File: src/rtl/keyevt_pkg.sv
`timescale 1ns/1ps
package keyevt_pkg;
  localparam int KEY_CODE_W = 7;
  localparam int KEY_BYTE_W = KEY_CODE_W + 1;

  // slot reached from a base pointer after a given offset on the ring
  function automatic int unsigned ring_slot(input int unsigned base,
                                            input int unsigned off,
                                            input int unsigned depth);
    return (base + off) % depth;
  endfunction

  // release flag in the top bit, key code below it
  function automatic logic [KEY_BYTE_W-1:0] pack_key(input logic [KEY_CODE_W-1:0] code,
                                                     input logic rel);
    return {rel, code};
  endfunction
endpackage

File: src/rtl/keyevt_ring_ctrl.sv
`timescale 1ns/1ps
module keyevt_ring_ctrl
  import keyevt_pkg::*;
#(
  parameter int DEPTH = 16,
  localparam int PTR_W = $clog2(DEPTH),
  localparam int CNT_W = $clog2(DEPTH + 1)
) (
  input  logic             clk,
  input  logic             rst_n,
  input  logic             clear,
  input  logic             evt_valid,
  input  logic             pop_req,
  input  logic             err_flag,
  input  logic             err_clr,
  output logic [PTR_W-1:0] start_ptr,
  output logic [CNT_W-1:0] fill,
  output logic [PTR_W-1:0] wr_slot,
  output logic             push_ok,
  output logic             pop_ok,
  output logic             ovf_hit,
  output logic             ovf_bit
);
  logic locked;
  logic evt_live;
  logic full;
  logic [PTR_W-1:0] start_nxt;
  logic [CNT_W-1:0] fill_nxt;

  assign locked    = err_flag & ovf_bit;
  assign evt_live  = evt_valid & ~clear & ~locked;
  assign full      = (32'(fill) == DEPTH);
  assign push_ok   = evt_live & ~full;
  assign ovf_hit   = evt_live & full;
  assign pop_ok    = pop_req & ~clear & (fill > CNT_W'(1));
  assign wr_slot   = PTR_W'(ring_slot(32'(start_ptr), 32'(fill), DEPTH));
  assign start_nxt = PTR_W'(ring_slot(32'(start_ptr), 1, DEPTH));
  assign fill_nxt  = fill + CNT_W'(push_ok) - CNT_W'(pop_ok);

  always_ff @(posedge clk or negedge rst_n) begin
    if (!rst_n) begin
      start_ptr <= '0;
      fill      <= '0;
    end else if (clear) begin
      start_ptr <= '0;
      fill      <= '0;
    end else begin
      if (pop_ok) start_ptr <= start_nxt;
      fill <= fill_nxt;
    end
  end

  always_ff @(posedge clk or negedge rst_n) begin
    if (!rst_n)       ovf_bit <= 1'b0;
    else if (ovf_hit) ovf_bit <= 1'b1;
    else if (err_clr) ovf_bit <= 1'b0;
  end

  assert_fill_bound_R2: assert property (@(posedge clk) disable iff (!rst_n)
    32'(fill) <= DEPTH);
  assert_push_grows_R2: assert property (@(posedge clk) disable iff (!rst_n)
    push_ok && !pop_ok |=> 32'(fill) == 32'($past(fill)) + 1);
  assert_drop_sets_bit_R3: assert property (@(posedge clk) disable iff (!rst_n)
    ovf_hit |=> ovf_bit);
  assert_locked_quiet_R4: assert property (@(posedge clk) disable iff (!rst_n)
    err_flag && ovf_bit |-> !push_ok && !ovf_hit);
  assert_bit_release_R5: assert property (@(posedge clk) disable iff (!rst_n)
    err_clr && !ovf_hit |=> !ovf_bit);
  assert_short_pop_still_R6: assert property (@(posedge clk) disable iff (!rst_n)
    pop_req && fill <= CNT_W'(1) && !push_ok && !clear |=> $stable(fill) && $stable(start_ptr));
  assert_pop_advance_R7: assert property (@(posedge clk) disable iff (!rst_n)
    pop_ok |=> 32'(start_ptr) == (32'($past(start_ptr)) + 1) % DEPTH);
  assert_idle_stable_R8: assert property (@(posedge clk) disable iff (!rst_n)
    !push_ok && !pop_ok && !clear |=> $stable(start_ptr) && $stable(fill));
  assert_clear_empties_R9: assert property (@(posedge clk) disable iff (!rst_n)
    clear |=> fill == '0 && start_ptr == '0);
  assert_push_pop_level_R10: assert property (@(posedge clk) disable iff (!rst_n)
    push_ok && pop_ok |=> $stable(fill));
endmodule

File: src/rtl/keyevt_store.sv
`timescale 1ns/1ps
module keyevt_store #(
  parameter int DEPTH = 16,
  parameter int WIDTH = 8,
  localparam int PTR_W = $clog2(DEPTH)
) (
  input  logic             clk,
  input  logic             rst_n,
  input  logic             we,
  input  logic [PTR_W-1:0] wslot,
  input  logic [WIDTH-1:0] wdata,
  input  logic [PTR_W-1:0] rslot_a,
  input  logic [PTR_W-1:0] rslot_b,
  output logic [WIDTH-1:0] rdata_a,
  output logic [WIDTH-1:0] rdata_b
);
  logic [WIDTH-1:0] cells [DEPTH];

  for (genvar g = 0; g < DEPTH; g++) begin : g_cell
    always_ff @(posedge clk or negedge rst_n) begin
      if (!rst_n)                           cells[g] <= '0;
      else if (we && wslot == PTR_W'(g))    cells[g] <= wdata;
    end
  end

  assign rdata_a = cells[rslot_a];
  assign rdata_b = cells[rslot_b];
endmodule

File: src/rtl/keyevt_readout.sv
`timescale 1ns/1ps
module keyevt_readout
  import keyevt_pkg::*;
#(
  parameter int DEPTH = 16,
  localparam int PTR_W = $clog2(DEPTH),
  localparam int CNT_W = $clog2(DEPTH + 1),
  localparam int OFF_W = PTR_W + 1
) (
  input  logic [PTR_W-1:0]      start_ptr,
  input  logic [CNT_W-1:0]      fill,
  input  logic [OFF_W-1:0]      peek_off,
  output logic [PTR_W-1:0]      pop_slot,
  output logic [PTR_W-1:0]      peek_slot,
  input  logic [KEY_BYTE_W-1:0] pop_raw,
  input  logic [KEY_BYTE_W-1:0] peek_raw,
  output logic [KEY_BYTE_W-1:0] pop_data,
  output logic [KEY_BYTE_W-1:0] peek_data
);
  logic pop_empty;
  logic peek_past;

  assign pop_slot  = PTR_W'(ring_slot(32'(start_ptr), 1, DEPTH));
  assign peek_slot = PTR_W'(ring_slot(32'(start_ptr), 32'(peek_off), DEPTH));
  assign pop_empty = (fill <= CNT_W'(1));
  assign peek_past = (32'(peek_off) >= 32'(fill));
  assign pop_data  = pop_empty ? '0 : pop_raw;
  assign peek_data = peek_past ? '0 : peek_raw;
endmodule

File: src/rtl/keyevt_queue.sv
`timescale 1ns/1ps
module keyevt_queue
  import keyevt_pkg::*;
#(
  parameter int DEPTH = 16,
  localparam int PTR_W = $clog2(DEPTH),
  localparam int CNT_W = $clog2(DEPTH + 1),
  localparam int OFF_W = PTR_W + 1
) (
  input  logic                  clk,
  input  logic                  rst_n,
  input  logic                  clear,
  input  logic                  evt_valid,
  input  logic [KEY_CODE_W-1:0] evt_code,
  input  logic                  evt_release,
  input  logic                  err_flag,
  input  logic                  err_clr,
  input  logic                  pop_req,
  output logic [KEY_BYTE_W-1:0] pop_data,
  input  logic [OFF_W-1:0]      peek_off,
  output logic [KEY_BYTE_W-1:0] peek_data,
  output logic                  key_seen,
  output logic                  ovf_seen,
  output logic                  ovf_bit,
  output logic [CNT_W-1:0]      fill_level
);
  logic [PTR_W-1:0]      start_ptr;
  logic [CNT_W-1:0]      fill;
  logic [PTR_W-1:0]      wr_slot;
  logic [PTR_W-1:0]      pop_slot;
  logic [PTR_W-1:0]      peek_slot;
  logic                  push_ok;
  logic                  pop_ok;
  logic                  ovf_hit;
  logic [KEY_BYTE_W-1:0] evt_byte;
  logic [KEY_BYTE_W-1:0] pop_raw;
  logic [KEY_BYTE_W-1:0] peek_raw;

  assign evt_byte = pack_key(evt_code, evt_release);

  keyevt_ring_ctrl #(.DEPTH(DEPTH)) u_ctrl (
    .clk(clk), .rst_n(rst_n), .clear(clear), .evt_valid(evt_valid),
    .pop_req(pop_req), .err_flag(err_flag), .err_clr(err_clr),
    .start_ptr(start_ptr), .fill(fill), .wr_slot(wr_slot),
    .push_ok(push_ok), .pop_ok(pop_ok), .ovf_hit(ovf_hit), .ovf_bit(ovf_bit)
  );

  keyevt_store #(.DEPTH(DEPTH), .WIDTH(KEY_BYTE_W)) u_store (
    .clk(clk), .rst_n(rst_n), .we(push_ok), .wslot(wr_slot), .wdata(evt_byte),
    .rslot_a(pop_slot), .rslot_b(peek_slot), .rdata_a(pop_raw), .rdata_b(peek_raw)
  );

  keyevt_readout #(.DEPTH(DEPTH)) u_read (
    .start_ptr(start_ptr), .fill(fill), .peek_off(peek_off),
    .pop_slot(pop_slot), .peek_slot(peek_slot),
    .pop_raw(pop_raw), .peek_raw(peek_raw),
    .pop_data(pop_data), .peek_data(peek_data)
  );

  assign key_seen   = push_ok;
  assign ovf_seen   = ovf_hit;
  assign fill_level = fill;

  assert_short_pop_zero_R6: assert property (@(posedge clk) disable iff (!rst_n)
    fill <= CNT_W'(1) |-> pop_data == '0);
  assert_pulses_exclusive_R3: assert property (@(posedge clk) disable iff (!rst_n)
    !(key_seen && ovf_seen));
  assert_clear_silent_R9: assert property (@(posedge clk) disable iff (!rst_n)
    clear |-> !key_seen && !ovf_seen);
endmodule

File: config.mk
export PLATFORM = sky130hd
export DESIGN_NAME = keyevt_queue
export DESIGN_NICKNAME = d
export VERILOG_FILES = /design/src/rtl/keyevt_pkg.sv /design/src/rtl/keyevt_ring_ctrl.sv /design/src/rtl/keyevt_store.sv /design/src/rtl/keyevt_readout.sv /design/src/rtl/keyevt_queue.sv
export SDC_FILE = /design/constraint.sdc
export NUM_CORES = 1
export LEC_CHECK = 0
export ABC_AREA = 0
export BUFFER_PORTS_ARGS = -buffer_cell sky130_fd_sc_hd__buf_2
export CAP_MARGIN = 20
export CORE_MARGIN = 8
export CORE_UTILIZATION = 49
export CTS_BUF_LIST = sky130_fd_sc_hd__clkbuf_8
export DETAILED_ROUTE_END_ITERATION = 6
export GPL_ROUTABILITY_DRIVEN = 1
export PLACE_DENSITY = 0.63
export SETUP_SLACK_MARGIN = 0.4
export SYNTH_ARGS = -nofsm -noshare
export SYNTH_HDL_FRONTEND = slang
export SYNTH_HIERARCHICAL = 1
export SYNTH_SLANG_ARGS = --single-unit
File: constraint.sdc
create_clock -name clk -period 3.6 [get_ports clk]
set_input_delay 0.18 -clock clk [delete_from_list [all_inputs] [get_ports clk]]
set_output_delay 0.18 -clock clk [all_outputs]
set_load 0.01 [all_outputs]
### Word-level counts from Yosys, hierarchy flattened

Cells that the tools add are included.

| operators by class | value |
|---|---|
| add/subtract/negate cells | 5 |
| equality and inequality tests | 16 |
| mux-type cells | 13 |
| bitwise logic cells | 12 |
| magnitude comparators | 5 |
| reduce and logical (&&, ||, !) cells | 19 |

Operators with widths:

| operator | number |
|---|---|
| $bmux W8 S4 | 2 |
| $mux W8 | 6 |
| $eq A4 B4 Y1 const B | 8 |
| $eq A4 B3 Y1 const B | 4 |
| $logic_and A1 B1 Y1 | 16 |
| $ge A5 B5 Y1 const B | 2 |
| $not A4 Y5 | 2 |
| $add A4 B4 Y4 | 2 |
| $eq A4 B2 Y1 const B | 2 |
| $mux W4 | 2 |
| $and A1 B1 Y1 | 7 |
| $add A5 B1 Y5 | 1 |
| $eq A5 B5 Y1 const B | 1 |
| $ge A5 B5 Y1 | 1 |
| $gt A5 B1 Y1 const B | 1 |
| $le A5 B1 Y1 const B | 1 |
| $mux W5 | 1 |
| $sub A5 B1 Y5 | 1 |
| $add A4 B1 Y4 const B | 1 |
| $eq A4 B1 Y1 const B | 1 |
| $logic_not A4 Y1 | 1 |
| $reduce_bool A2 Y1 | 2 |
| $not A1 Y1 | 3 |
| $mux W1 | 2 |

| word-level totals | value |
|---|---|
| output and inout port bits | 24 |
| input bits | 20 |
| flip-flop bits (word level) | 138 |
| logic and storage cells | 89 |

### Depth between registers and ports, before layout

Gate-level depths: netlist of run 1.

| depth | value |
|---|---|
| depth in word-level cells | 7 |
| depth in mapped cells | 14 |

### Cells and area by module

The synthesis of run 1 kept the hierarchy.

Modules (own cells, without submodules):

| module | instances | seq. area each (µm²) | area each (µm²) | cells each |
|---|---|---|---|---|
| keyevt_store | 1 | 3,203.1 | 6,810.3 | 434 |
| keyevt_ring_ctrl | 1 | 250.2 | 787.0 | 82 |
| keyevt_readout | 1 | 0.0 | 389.1 | 50 |

### Worst setup path after synthesis of run 1

Ideal clock, no wire load.

| timing path | value |
|---|---|
| path kind | register to register |
| start | register u_ctrl.fill[2] |
| end | register u_ctrl.fill[4] |
| setup slack | 0.723 ns |
| arrival time | 2.745 ns |
| period minus slack after synthesis | 2.877 ns |
| cell stages (with the launch flop) | 15 |
| path through | dfrtp_1 inv_1 ha_1 nor4b_1 nor2b_1 inv_1 ha_1 inv_1 ha_1 inv_1 fa_1 o21bai_1 a21oi_1 xnor2_1 nor2_1 |

| on the way | value |
|---|---|
| word-level cells in the longest chain between the ends | 6 |
| elaborated cells on any way between the ends | 8 |
| those cells by class | add/sub (2); order compare (1); eq/ne (1); mux (1); bitwise (3) |

Ends and longest elaborated chain:

| what | RTL line | RTL |
|---|---|---|
| from (decl) | keyevt_ring_ctrl.sv:17 | `output logic [CNT_W-1:0] fill,` |
| from (signal assigned) | keyevt_ring_ctrl.sv:49 | `fill <= fill_nxt;` |
| $eq A5 B5 Y1 | keyevt_ring_ctrl.sv:32 | `assign full = (32'(fill) == DEPTH);` |
| $not A1 Y1 | keyevt_ring_ctrl.sv:33 | `assign push_ok = evt_live & ~full;` |
| $and A1 B1 Y1 | keyevt_ring_ctrl.sv:33 |  |
| net key_seen | keyevt_queue.sv:22 | `output logic key_seen,` |
| $add A5 B1 Y5 | keyevt_ring_ctrl.sv:38 | `assign fill_nxt = fill + CNT_W'(push_ok) - CNT_W'(pop_ok);` |
| $sub A5 B1 Y5 | keyevt_ring_ctrl.sv:38 |  |
| $mux W5 | keyevt_ring_ctrl.sv:44 | `end else if (clear) begin` |

The timed path passes the listed nets, and every way through them passes these cells.
A chain may end at the register's enable or synchronous reset.

### Worst setup path after layout of run 1

| timing path | value |
|---|---|
| start | register u_ctrl.start_ptr[0] |
| end | output peek_data[1] |

| on the way | value |
|---|---|
| word-level cells in the longest chain between the ends | 6 |

Ends and longest elaborated chain:

| what | RTL line | RTL |
|---|---|---|
| from (decl) | keyevt_ring_ctrl.sv:16 | `output logic [PTR_W-1:0] start_ptr,` |
| from (signal assigned) | keyevt_ring_ctrl.sv:48 | `if (pop_ok) start_ptr <= start_nxt;` |
| $add A4 B4 Y4 | keyevt_pkg.sv:10 | `return (base + off) % depth;` |
| net peek_slot[1] | keyevt_queue.sv:31 | `logic [PTR_W-1:0] peek_slot;` |
| $not A4 Y5 (not written as such) | keyevt_store.sv:27 | `assign rdata_b = cells[rslot_b];` |
| $bmux W8 S4 | keyevt_store.sv:27 |  |
| $mux W8 (not written as such) (2 in series) | keyevt_store.sv:27 |  |
| net peek_raw[1] | keyevt_queue.sv:37 | `logic [KEY_BYTE_W-1:0] peek_raw;` |
| $mux W8 | keyevt_readout.sv:28 | `assign peek_data = peek_past ? '0 : peek_raw;` |
| to (decl) | keyevt_queue.sv:21 | `output logic [KEY_BYTE_W-1:0] peek_data,` |

The timed path passes the listed nets, and every way through them passes these cells. The select of a mux whose other input is x is not followed.

==> results of run 1 <==
## registers in the layout (all words and copies together) (netlist names)
| name | cells |
|---|---|
| u_ctrl/ovf_bit | 1 |
| u_store/cells | 128 |
| u_ctrl/start_ptr | 4 |
| u_ctrl/fill | 5 |
## per-stage QoR
step           total power, mW  cells
6_report                  7.79    839
5_1_grt                   8.24    839
4_1_cts                   7.78    839
3_5_place_dp              6.29    803
3_3_place_gp              6.15    803
2_1_floorplan             5.25    566
## area by class of cell
type / instances / area (sq um)
repair buffers: 60 / 415
clock buffers: 18 / 248
inverters: 24 / 90.1
clock inverters: 14 / 195
well taps: 216 / 270
flip-flops and latches: 138 / 3460
fillers: 1334 / 6920
multi-input cells: 369 / 4290
## routing by layer
layer | part of all wire [%] | global-route usage, % | routed length [um]
met3 | 6.6 | 4.15 | 1360
met5 | 0 | 0 | 0
met4 | 2.2 | 8.91 | 456
met2 | 48 | 33.6 | 9730
met1 | 44 | 28.4 | 8930
## what timing repair did
item,in CTS,in global routing
resized for setup,2,11
buffers inserted,1,0
gates cloned,1,0
hold endpoints to repair,98,0
setup endpoints to repair,8,11
hold buffers,2,0
## report_power, final
group | total (mW) | internal, mW | switching [mW]
logic | 3.76 | 2.04 | 1.72
registers | 2.61 | 2.15 | 0.460
clock network | 1.42 | 0.775 | 0.641
## worst paths after layout
| check | startpoint | endpoint | depth (start not counted) |
|---|---|---|---|
| worst min-delay path | clear | u_ctrl/fill[1]$_DFF_PN0_ | 2 |
| min in group asynchronous | rst_n | u_ctrl/fill[2]$_DFF_PN0_ | 2 |
| max in group asynchronous | rst_n | u_store/cells[20]$_DFFE_PN0P_ | 3 |
| worst max register to register | u_ctrl/fill[1]$_DFF_PN0_ | u_store/cells[31]$_DFFE_PN0P_ | 7 |
| worst min register to register | u_ctrl/ovf_bit$_DFFE_PN0P_ | u_ctrl/ovf_bit$_DFFE_PN0P_ | 1 |
| worst max-delay path | u_ctrl/start_ptr[0]$_DFFE_PN0P_ | peek_data[1] | 10 |
## synthesized netlist by cell type, types with 3 or more instances
| cell | n |
|---|---|
| a21o_1 | 4 |
| ha_1 | 22 |
| nor2_1 | 9 |
| mux2_4 | 8 |
| a21oi_1 | 6 |
| fa_1 | 3 |
| or3_1 | 4 |
| mux2_2 | 120 |
| and2_1 | 3 |
| nand2b_1 | 7 |
| inv_1 | 24 |
| dfrtp_1 | 138 |
| nor2_2 | 9 |
| xnor2_1 | 8 |
| clkbuf_1 | 10 |
| nor2b_1 | 14 |
| buf_2 | 7 |
| xor2_1 | 3 |
| buf_1 | 11 |
| and3_1 | 8 |
| buf_6 | 5 |
| mux4_2 | 64 |
| a22oi_1 | 32 |
| nand2_1 | 20 |
| nand3_1 | 3 |
## logic make-up after synthesis
logic type	Yosys count
muxes	193
DFF	138
and+or+nand+nor	90
buffers and inverters	59
AOI/OAI and AO/OA	50
adders and majority gates	25
xor gates and xnor gates	11
## critical path: stages (launching register included)
cell and delay, ps:
dfrtp_2 410, ha_2 180, inv_1 70, fa_1 420, inv_2 170, buf_12 210
mux4_2 320, a22oi_2 240, nand2_1 130, and3_1 180, buf_2 140
==> flow_summary_export.csv, run 1 <==
group,metric,value,unit
routing,drcViolationCount,0,
die,die_area,20600,sq um
synth,synth_top_family_by_area,"multiplexers",
die,ioPinCount,44,
worst_setup_path,cp_data_required_time,3420,ps
placement,gp_congestion,0.824,
synth,synth_cell_types,44,
power_and_ir_drop,powerDensity,868,nW/um^2
global_routing,grt_pass1_vias,5676,
placement,dp_hpwl,13.4,mm
clock_tree,cts_buffers,17,
worst_setup_path,start_kind,"flop",
final_layout,fin_area,8970,sq um
clock_tree,clkLatencyLatePin,450,ps
clock_tree,cts_tree,"yes",
synth,synth-compound-area-share,4.59,%
power_and_ir_drop,ir_worst_vdd,420,uV
timing,drv_slew,0,
hold_path,hp-class,"in -> reg",
routing,drt-wirelength-per-cell,24.4,um
timing,rsz0062_at_grt,"no",
synth,yosys-mux-area-fraction,36.6,%
worst_setup_path,cp.arrival,2930,ps
synth,synth_top_area_share,43.2,%
clock_tree,h-tree-depth,4,
synth,synth_flop_cell,"dfrtp_1",
worst_setup_path,rrSetupSlack,670,ps
die,fp.dieW,144,um
worst_setup_path,cp_max_fo,16,
global_routing,grt-ovfl-total,0,
global_routing,grt_usage,21.3,%
worst_setup_path,critPathKind,"reg -> out",
timing,finalHoldViolCount,0,
timing,final.setup.worst_slack,486,ps
die,start_util,50.3,%
routing,wl,20.5,mm
timing,hold_ws,65.1,ps
timing,fin_crit_sh,86.5,%
final_layout,drive_gt1_share,49.8,%
synth,synth-seq-area-share,43.2,%
synth,netlist_area,7990,sq um
synth,synth_edf_count,0,
clock_tree,clkTransAtPathRegs,80,ps
synth,syn-num-nets,611,
routing,ant_nets,0,
routing,vias_per_cell,6.05,
synth,ys_seq_elements,138,
synth,synth_fa_ha_area_share,4.20,%
routing,drt_iter0_markers,371,
timing,fin_crit,3110,ps
final_layout,nets,655,
synth,synthSimpleGateAreaFrac,6.71,%
clock_tree,cts.sinks,138,
placement,place_ws,646,ps
synth,post_synth.cell_area_avg,14.1,sq um
routing,dr.pass1.iters,4,
global_routing,grt_max_degree,100,
global_routing,grt_pass1_wl,32.6,mm
final_layout,layout_common_cells,"dfrtp_1, mux2_2, mux4_2",
placement,place_area,8430,sq um
clock_tree,cts_root_buf,"clkbuf_8",
final_layout,fin_util,56.4,%
final_layout,final_common_cell,"dfrtp_1",
routing,via_count,5073,
global_routing,grt_antenna_before_repair,0,
timing,slew_headroom,37.1,%
power_and_ir_drop,leakage,4.13,nW
clock_tree,cts.path.max_buffers,2,
synth,synth_xor_area_share,1.21,%
timing,finalSetupTns,0,ps
synth,yosysWarnings,6,
die,core_area,15900,sq um
timing,setup_violations,0,
synth,ys_async_sr_fraction,100,%
timing,worst_pin_slew,936,ps
final_layout,area_delta_synth_final,12.3,%
synth,yosys.area.top_type,"dfrtp_1",
placement,port-buffer-count,43,
die,die_height,144,um
die,row_count,46,
status,outcome,"completed",
timing,fmax,0.321,GHz
run,cap_viol_max_count,0,
synth,ys_top_cells_by_area,"dfrtp_1, mux4_2, mux2_2, ha_1, a22oi_1",
synth,netlist_instances,566,
final_layout,antenna_cells,0,
timing,fin_worst_skew,10.1,ps
worst_setup_path,critPathCaptureType,"primary output",
(Power assumes the default switching activity.)
==> inputs of run 2 (changes only) <==
--- a/config.mk
+++ b/config.mk
@@ -5,7 +5,7 @@
 export SDC_FILE = /design/constraint.sdc
 export NUM_CORES = 1
 export LEC_CHECK = 0
-export ABC_AREA = 0
+export ABC_AREA = 1
 export BUFFER_PORTS_ARGS = -buffer_cell sky130_fd_sc_hd__buf_2
 export CAP_MARGIN = 20
 export CORE_MARGIN = 8
@@ -13,7 +13,7 @@
 export CTS_BUF_LIST = sky130_fd_sc_hd__clkbuf_8
 export DETAILED_ROUTE_END_ITERATION = 6
 export GPL_ROUTABILITY_DRIVEN = 1
-export PLACE_DENSITY = 0.63
+export PLACE_DENSITY = 0.64
 export SETUP_SLACK_MARGIN = 0.4
 export SYNTH_ARGS = -nofsm -noshare
 export SYNTH_HDL_FRONTEND = slang
==> flow_summary_export.csv, run 2 <==
group,metric,value,unit
status,outcome,"completed",
placement,port-buffer-count,43,
power_and_ir_drop,leakage,4.97,nW
timing,fin_crit,3010,ps
die,ioPinCount,44,
clock_tree,cts_tree,"yes",
synth,ys_async_sr_fraction,100,%
die,start_util,49.4,%
final_layout,final_common_cell,"nand2_1",
worst_setup_path,crit-reg2reg-launch,"u_ctrl/fill[1]$_DFF_PN0_",
final_layout,reg_top3,"u_store/cells (128), u_ctrl/fill (5), u_ctrl/start_ptr (4)",
worst_setup_path,rr_worst_depth,7,
timing,setup_violations,0,
synth,syn-num-nets,1344,
timing,drv_slew,0,
final_layout,multiInputGateArea,4260,sq um
synth,synth-seq-area-share,39.3,%
clock_tree,clkTransAtPathRegs,80,ps
synth,synth_edf_count,0,
worst_setup_path,critPathCaptureType,"primary output",
timing,finalSetupTns,0,ps
routing,via_count,8622,
worst_setup_path,cp.arrival,2830,ps
routing,drt-wirelength-per-cell,18.2,um
final_layout,layout_common_cells,"nand2_1, nand3_1, inv_1",
timing,slew_headroom,39.7,%
power_and_ir_drop,total_power,8.65,mW
timing,rsz0062_at_grt,"no",
routing,drt_iter0_markers,1202,
die,row_count,49,
synth,yosysWarnings,6,
clock_tree,cts.path.max_buffers,2,
die,fp.dieW,150,um
timing,fin_crit_sh,83.6,%
routing,wl,28.4,mm
clock_tree,cts_buffers,17,
hold_path,hp-class,"in -> reg",
synth,ys_top_cells_by_area,"dfrtp_1, nand2_1, nand3_1, inv_1, o21ai_0",
hold_path,worstHoldStart,"evt_code[2]",
final_layout,fin_util,53.9,%
synth,post_synth.cell_area_avg,6.76,sq um
global_routing,grt_antenna_before_repair,0,
final_layout,fin_area,9590,sq um
timing,fmax,0.332,GHz
synth,ys_seq_elements,138,
placement,place_area,9070,sq um
final_layout,antenna_cells,0,
global_routing,grt_pass1_wl,44.5,mm
power_and_ir_drop,ir_worst_vdd,343,uV
final_layout,seq_area,3460,sq um
synth,synth_top_area_share,39.3,%
routing,drcViolationCount,0,
final_layout,fillers,1784,
global_routing,grt-ovfl-total,0,
hold_path,holdPathStages,3,
synth,synth_flop_cell,"dfrtp_1",
placement,gp_congestion,0.992,
synth,synthTopCellsByCount,"nand2_1, nand3_1, inv_1",
clock_tree,cts.sinks,138,
worst_setup_path,r2r_end,"u_store/cells[92]$_DFFE_PN0P_",
worst_setup_path,start_kind,"flop",
timing,finalHoldViolCount,0,
die,die_area,22500,sq um
timing,fin_worst_skew,9.39,ps
synth,yosys.area.top_type,"dfrtp_1",
die,die_height,150,um
worst_setup_path,critPathKind,"reg -> out",
worst_setup_path,cp_data_required_time,3420,ps
routing,dr.pass1.iters,7,
final_layout,finalNonFillerCells,1556,
final_layout,area_delta_synth_final,9.16,%
hold_path,min_to,"u_store/cells[82]$_DFFE_PN0P_",
clock_tree,cts_root_buf,"clkbuf_8",
final_layout,largest_register_ffs,128,
synth,synthMostInstantiatedCell,"nand2_1",
global_routing,grt_usage,25.7,%
final_layout,nets,1359,
clock_tree,h-tree-depth,4,
timing,worst_pin_slew,904,ps
worst_setup_path,rrSetupSlack,700,ps
synth,netlist_instances,1299,
routing,ant_nets,0,
global_routing,grt_max_degree,95,
final_layout,regMostFlops,"u_store/cells",
global_routing,grt_pass1_vias,7919,
die,core_area,17800,sq um
run,cap_viol_max_count,0,
placement,place_inst,1513,
power_and_ir_drop,powerDensity,902,nW/um^2
synth,netlist_area,8780,sq um
placement,dp_hpwl,19.4,mm
worst_setup_path,cp_max_fo,17,
final_layout,drive_gt1_share,8.82,%
routing,vias_per_cell,5.54,
synth,synth_cell_types,33,
clock_tree,clkLatencyLatePin,460,ps
## run 2: logic make-up after synthesis
logic type | share of synthesized area [%]
compound gates | 8.96
xor+xnor | 0.898
fa+ha+maj | 3.82
buf+inv | 12.1
flops | 39.3
simple gates | 34.9
## run 2: critical path, stage by stage (launching register included)
cell and delay, ps:
dfrtp_2 430, buf_4 160, ha_1 200, xor2_1 140
buf_4 220, inv_1 470, nand3_1 210, nand3_1 160
nand2_1 60, a21boi_1 130, buf_2 180
## run 2: cell type report
| class | instances | share of cell area (%) |
|---|---|---|
| clock buffer | 20 | 2.87 |
| sequential | 138 | 36.1 |
| timing repair buffer | 69 | 4.95 |
| clock inverter | 12 | 1.04 |
| multi-input combinational | 896 | 44.5 |
| tap | 229 | 2.99 |
| inverter | 192 | 7.61 |
## run 2: layer usage
layer | share of wire [%] | track usage (%)
met1 | 43 | 35.9
met2 | 43 | 37.4
met3 | 11 | 6.86
met4 | 3.3 | 9.85
met5 | 0 | 0
## run 2: how the worst max path moves through the flow
stage	startpoint	to	slack, ps	cells past startpoint
floorplan	u_ctrl/fill[2]$_DFF_PN0_	u_ctrl/fill[4]$_DFF_PN0_	1050	14
global placement	u_ctrl/fill[1]$_DFF_PN0_	u_store/cells[95]$_DFFE_PN0P_	780	7
detailed placement	u_ctrl/fill[1]$_DFF_PN0_	u_store/cells[91]$_DFFE_PN0P_	690	7
CTS	u_ctrl/start_ptr[0]$_DFFE_PN0P_	peek_data[5]	450	13
global route	u_ctrl/start_ptr[2]$_DFFE_PN0P_	peek_data[0]	410	11
finish	u_ctrl/start_ptr[0]$_DFFE_PN0P_	pop_data[1]	590	10
## run 2: power by group
part           total [mW]  internal [mW]  switching [mW]  leakage, nW
Combinational        5.01           1.62            3.39         3.02
Sequential           2.41           2.09           0.325         1.76
Clock                1.23          0.593           0.633        0.184
## run 2: metrics by stage
stage / setup WS [ps] / hold WS [ps]
final: 590 / 15.5
after global routing: 411 / 4.72
after CTS: 447 / 8.90
after detailed placement: 695 / 337
after global placement: 779 / 351
after floorplan: 1050 / -116
## run 2: repair_timing
| action | in CTS | in global routing |
|---|---|---|
| hold buffers | 7 | 0 |
| gates resized for setup | 4 | 4 |
| setup buffers | 2 | 2 |
| endpoints found under the hold margin | 103 | 0 |
| endpoints found under the setup margin | 8 | 8 |
==> inputs of run 3 (changes only) <==
--- a/config.mk
+++ b/config.mk
@@ -13,7 +13,7 @@
 export CTS_BUF_LIST = sky130_fd_sc_hd__clkbuf_8
 export DETAILED_ROUTE_END_ITERATION = 6
 export GPL_ROUTABILITY_DRIVEN = 1
-export PLACE_DENSITY = 0.64
+export PLACE_DENSITY = 0.67
 export SETUP_SLACK_MARGIN = 0.4
 export SYNTH_ARGS = -nofsm -noshare
 export SYNTH_HDL_FRONTEND = slang
==> constraint.sdc (replaced) <==
create_clock -name clk -period 2.55 [get_ports clk]
set_input_delay 0.1275 -clock clk [delete_from_list [all_inputs] [get_ports clk]]
set_output_delay 0.1275 -clock clk [all_outputs]
set_load 0.01 [all_outputs]
==> flow_summary_export.csv, run 3 (synthesis gave the netlist of run 2 again) <==
group,metric,value,unit
timing,fin_worst_skew,14.4,ps
routing,drt_iter0_markers,1185,
routing,dr.pass1.iters,7,
power_and_ir_drop,leakage,5.98,nW
timing,fin_crit_sh,108,%
final_layout,antenna_cells,0,
worst_setup_path,critPathCaptureType,"primary output",
die,row_count,49,
timing,rsz0062_at_grt,"yes",
power_and_ir_drop,total_power,16.0,mW
final_layout,area_delta_synth_final,38.9,%
die,fp.dieW,150,um
timing,hold_ws,31.7,ps
placement,port-buffer-count,43,
power_and_ir_drop,ir_worst_vdd,754,uV
power_and_ir_drop,powerDensity,1310,nW/um^2
clock_tree,clkLatencyLatePin,470,ps
final_layout,regMostFlops,"u_store/cells",
die,start_util,49.4,%
timing,setup_violations,30,
final_layout,finalNonFillerCells,1635,
routing,ant_nets,0,
routing,drcViolationCount,1,
placement,gp_congestion,0.874,
final_layout,final_common_cell,"nand2_1",
timing,finalSetupTns,-2680,ps
hold_path,hp-class,"in -> reg",
final_layout,drive_gt1_share,31.8,%
final_layout,largest_register_ffs,128,
placement,place_inst,1542,
timing,worst_pin_slew,1030,ps
global_routing,grt_max_degree,65,
clock_tree,clkTransAtPathRegs,70,ps
global_routing,grt_usage,27.0,%
timing,slew_headroom,31.6,%
routing,vias_per_cell,5.89,
timing,fmax,0.362,GHz
routing,wl,33.3,mm
routing,drt-wirelength-per-cell,20.4,um
global_routing,grt_pass1_vias,8681,
die,die_area,22500,sq um
worst_setup_path,cp_data_required_time,2420,ps
global_routing,grt_antenna_before_repair,0,
status,outcome,"finished with violations",
die,core_area,17800,sq um
clock_tree,cts_tree,"yes",
clock_tree,h-tree-depth,4,
timing,final.setup.worst_slack,-210,ps
placement,place_area,9400,sq um
final_layout,nets,1441,
final_layout,fin_util,68.6,%
hold_path,holdPathStages,3,
run,cap_viol_max_count,0,
worst_setup_path,cp_max_fo,8,
worst_setup_path,cp.arrival,2630,ps
worst_setup_path,start_kind,"flop",
clock_tree,cts_root_buf,"clkbuf_8",
die,die_height,150,um
routing,via_count,9622,
die,ioPinCount,44,
clock_tree,cts.sinks,138,
timing,drv_slew,0,
final_layout,reg_top3,"u_store/cells (128), u_ctrl/fill (5), u_ctrl/start_ptr (4)",
placement,dp_hpwl,18.1,mm
timing,fin_crit,2760,ps
global_routing,grt-ovfl-total,0,
final_layout,fin_area,12200,sq um
final_layout,layout_common_cells,"nand2_1, inv_1, nand3_1",
status,violations,"design-rule violations, negative setup slack",
clock_tree,cts.path.max_buffers,2,
worst_setup_path,critPathKind,"reg -> out",
global_routing,grt_pass1_wl,47.2,mm
worst_setup_path,rr_worst_depth,15,
placement,place_ws,46.1,ps
timing,finalHoldViolCount,0,
clock_tree,cts_buffers,17,
==> run 3: area by class of cell <==
cell class | count | area [sq um]
Tap cell | 229 | 287
Clock inverter | 9 | 124
Fill cell | 1389 | 5580
Inverter | 192 | 768
Clock buffer | 20 | 275
Multi-Input combinational cell | 899 | 5670
Sequential cell | 138 | 3460
Timing Repair Buffer | 148 | 1620
==> run 3: timing repair <==
item / CTS / global route
hold buffers: 11 / 0
pin swaps: 51 / 65
endpoints found under the setup margin: 147 / 147
setup buffers: 21 / 14
hold endpoints to repair: 69 / 0
gates resized for setup: 257 / 246
gates cloned: 11 / 7
==> run 3: worst max-delay path, stage by stage (launching register included) <==
cell and delay [ps]:
dfrtp_2 430, ha_4 170, inv_2 50, fa_1 410
inv_2 150, inv_4 60, buf_12 140, buf_16 140
nand3_1 70, nand3_1 120, nand3_1 120, nand2_1 60
inv_1 70, nor2_2 40, buf_2 140
==> run 3: routing by layer <==
metal  track usage (%)  share of wire (%)
met2              42.0                 46
met1              35.4                 39
met4              13.0                5.3
met5                 0                  0
met3              5.53                9.5
==> run 3: path summary, 6_finish.rpt <==
check | slack, ps | from | to
setup / recovery | -210 | u_ctrl/start_ptr[0]$_DFFE_PN0P_ | peek_data[0]
hold / removal | 30 | evt_valid | u_ctrl/ovf_bit$_DFFE_PN0P_
setup reg to reg | -40 | u_ctrl/start_ptr[0]$_DFFE_PN0P_ | u_store/cells[8]$_DFFE_PN0P_
hold reg to reg | 490 | u_store/cells[32]$_DFFE_PN0P_ | u_store/cells[32]$_DFFE_PN0P_
max in group asynchronous | 1590 | rst_n | u_store/cells[6]$_DFFE_PN0P_
min in group asynchronous | 160 | rst_n | u_store/cells[88]$_DFFE_PN0P_
==> run 3: report_power, final <==
group / total [mW] / switching, mW / leakage (nW) / internal, mW
clock network: 1.89 / 0.866 / 0.209 / 1.02
logic: 10.6 / 6.35 / 4.01 / 4.30
registers: 3.45 / 0.496 / 1.76 / 2.96
total: 16.0 / 7.71 / 5.98 / 8.28
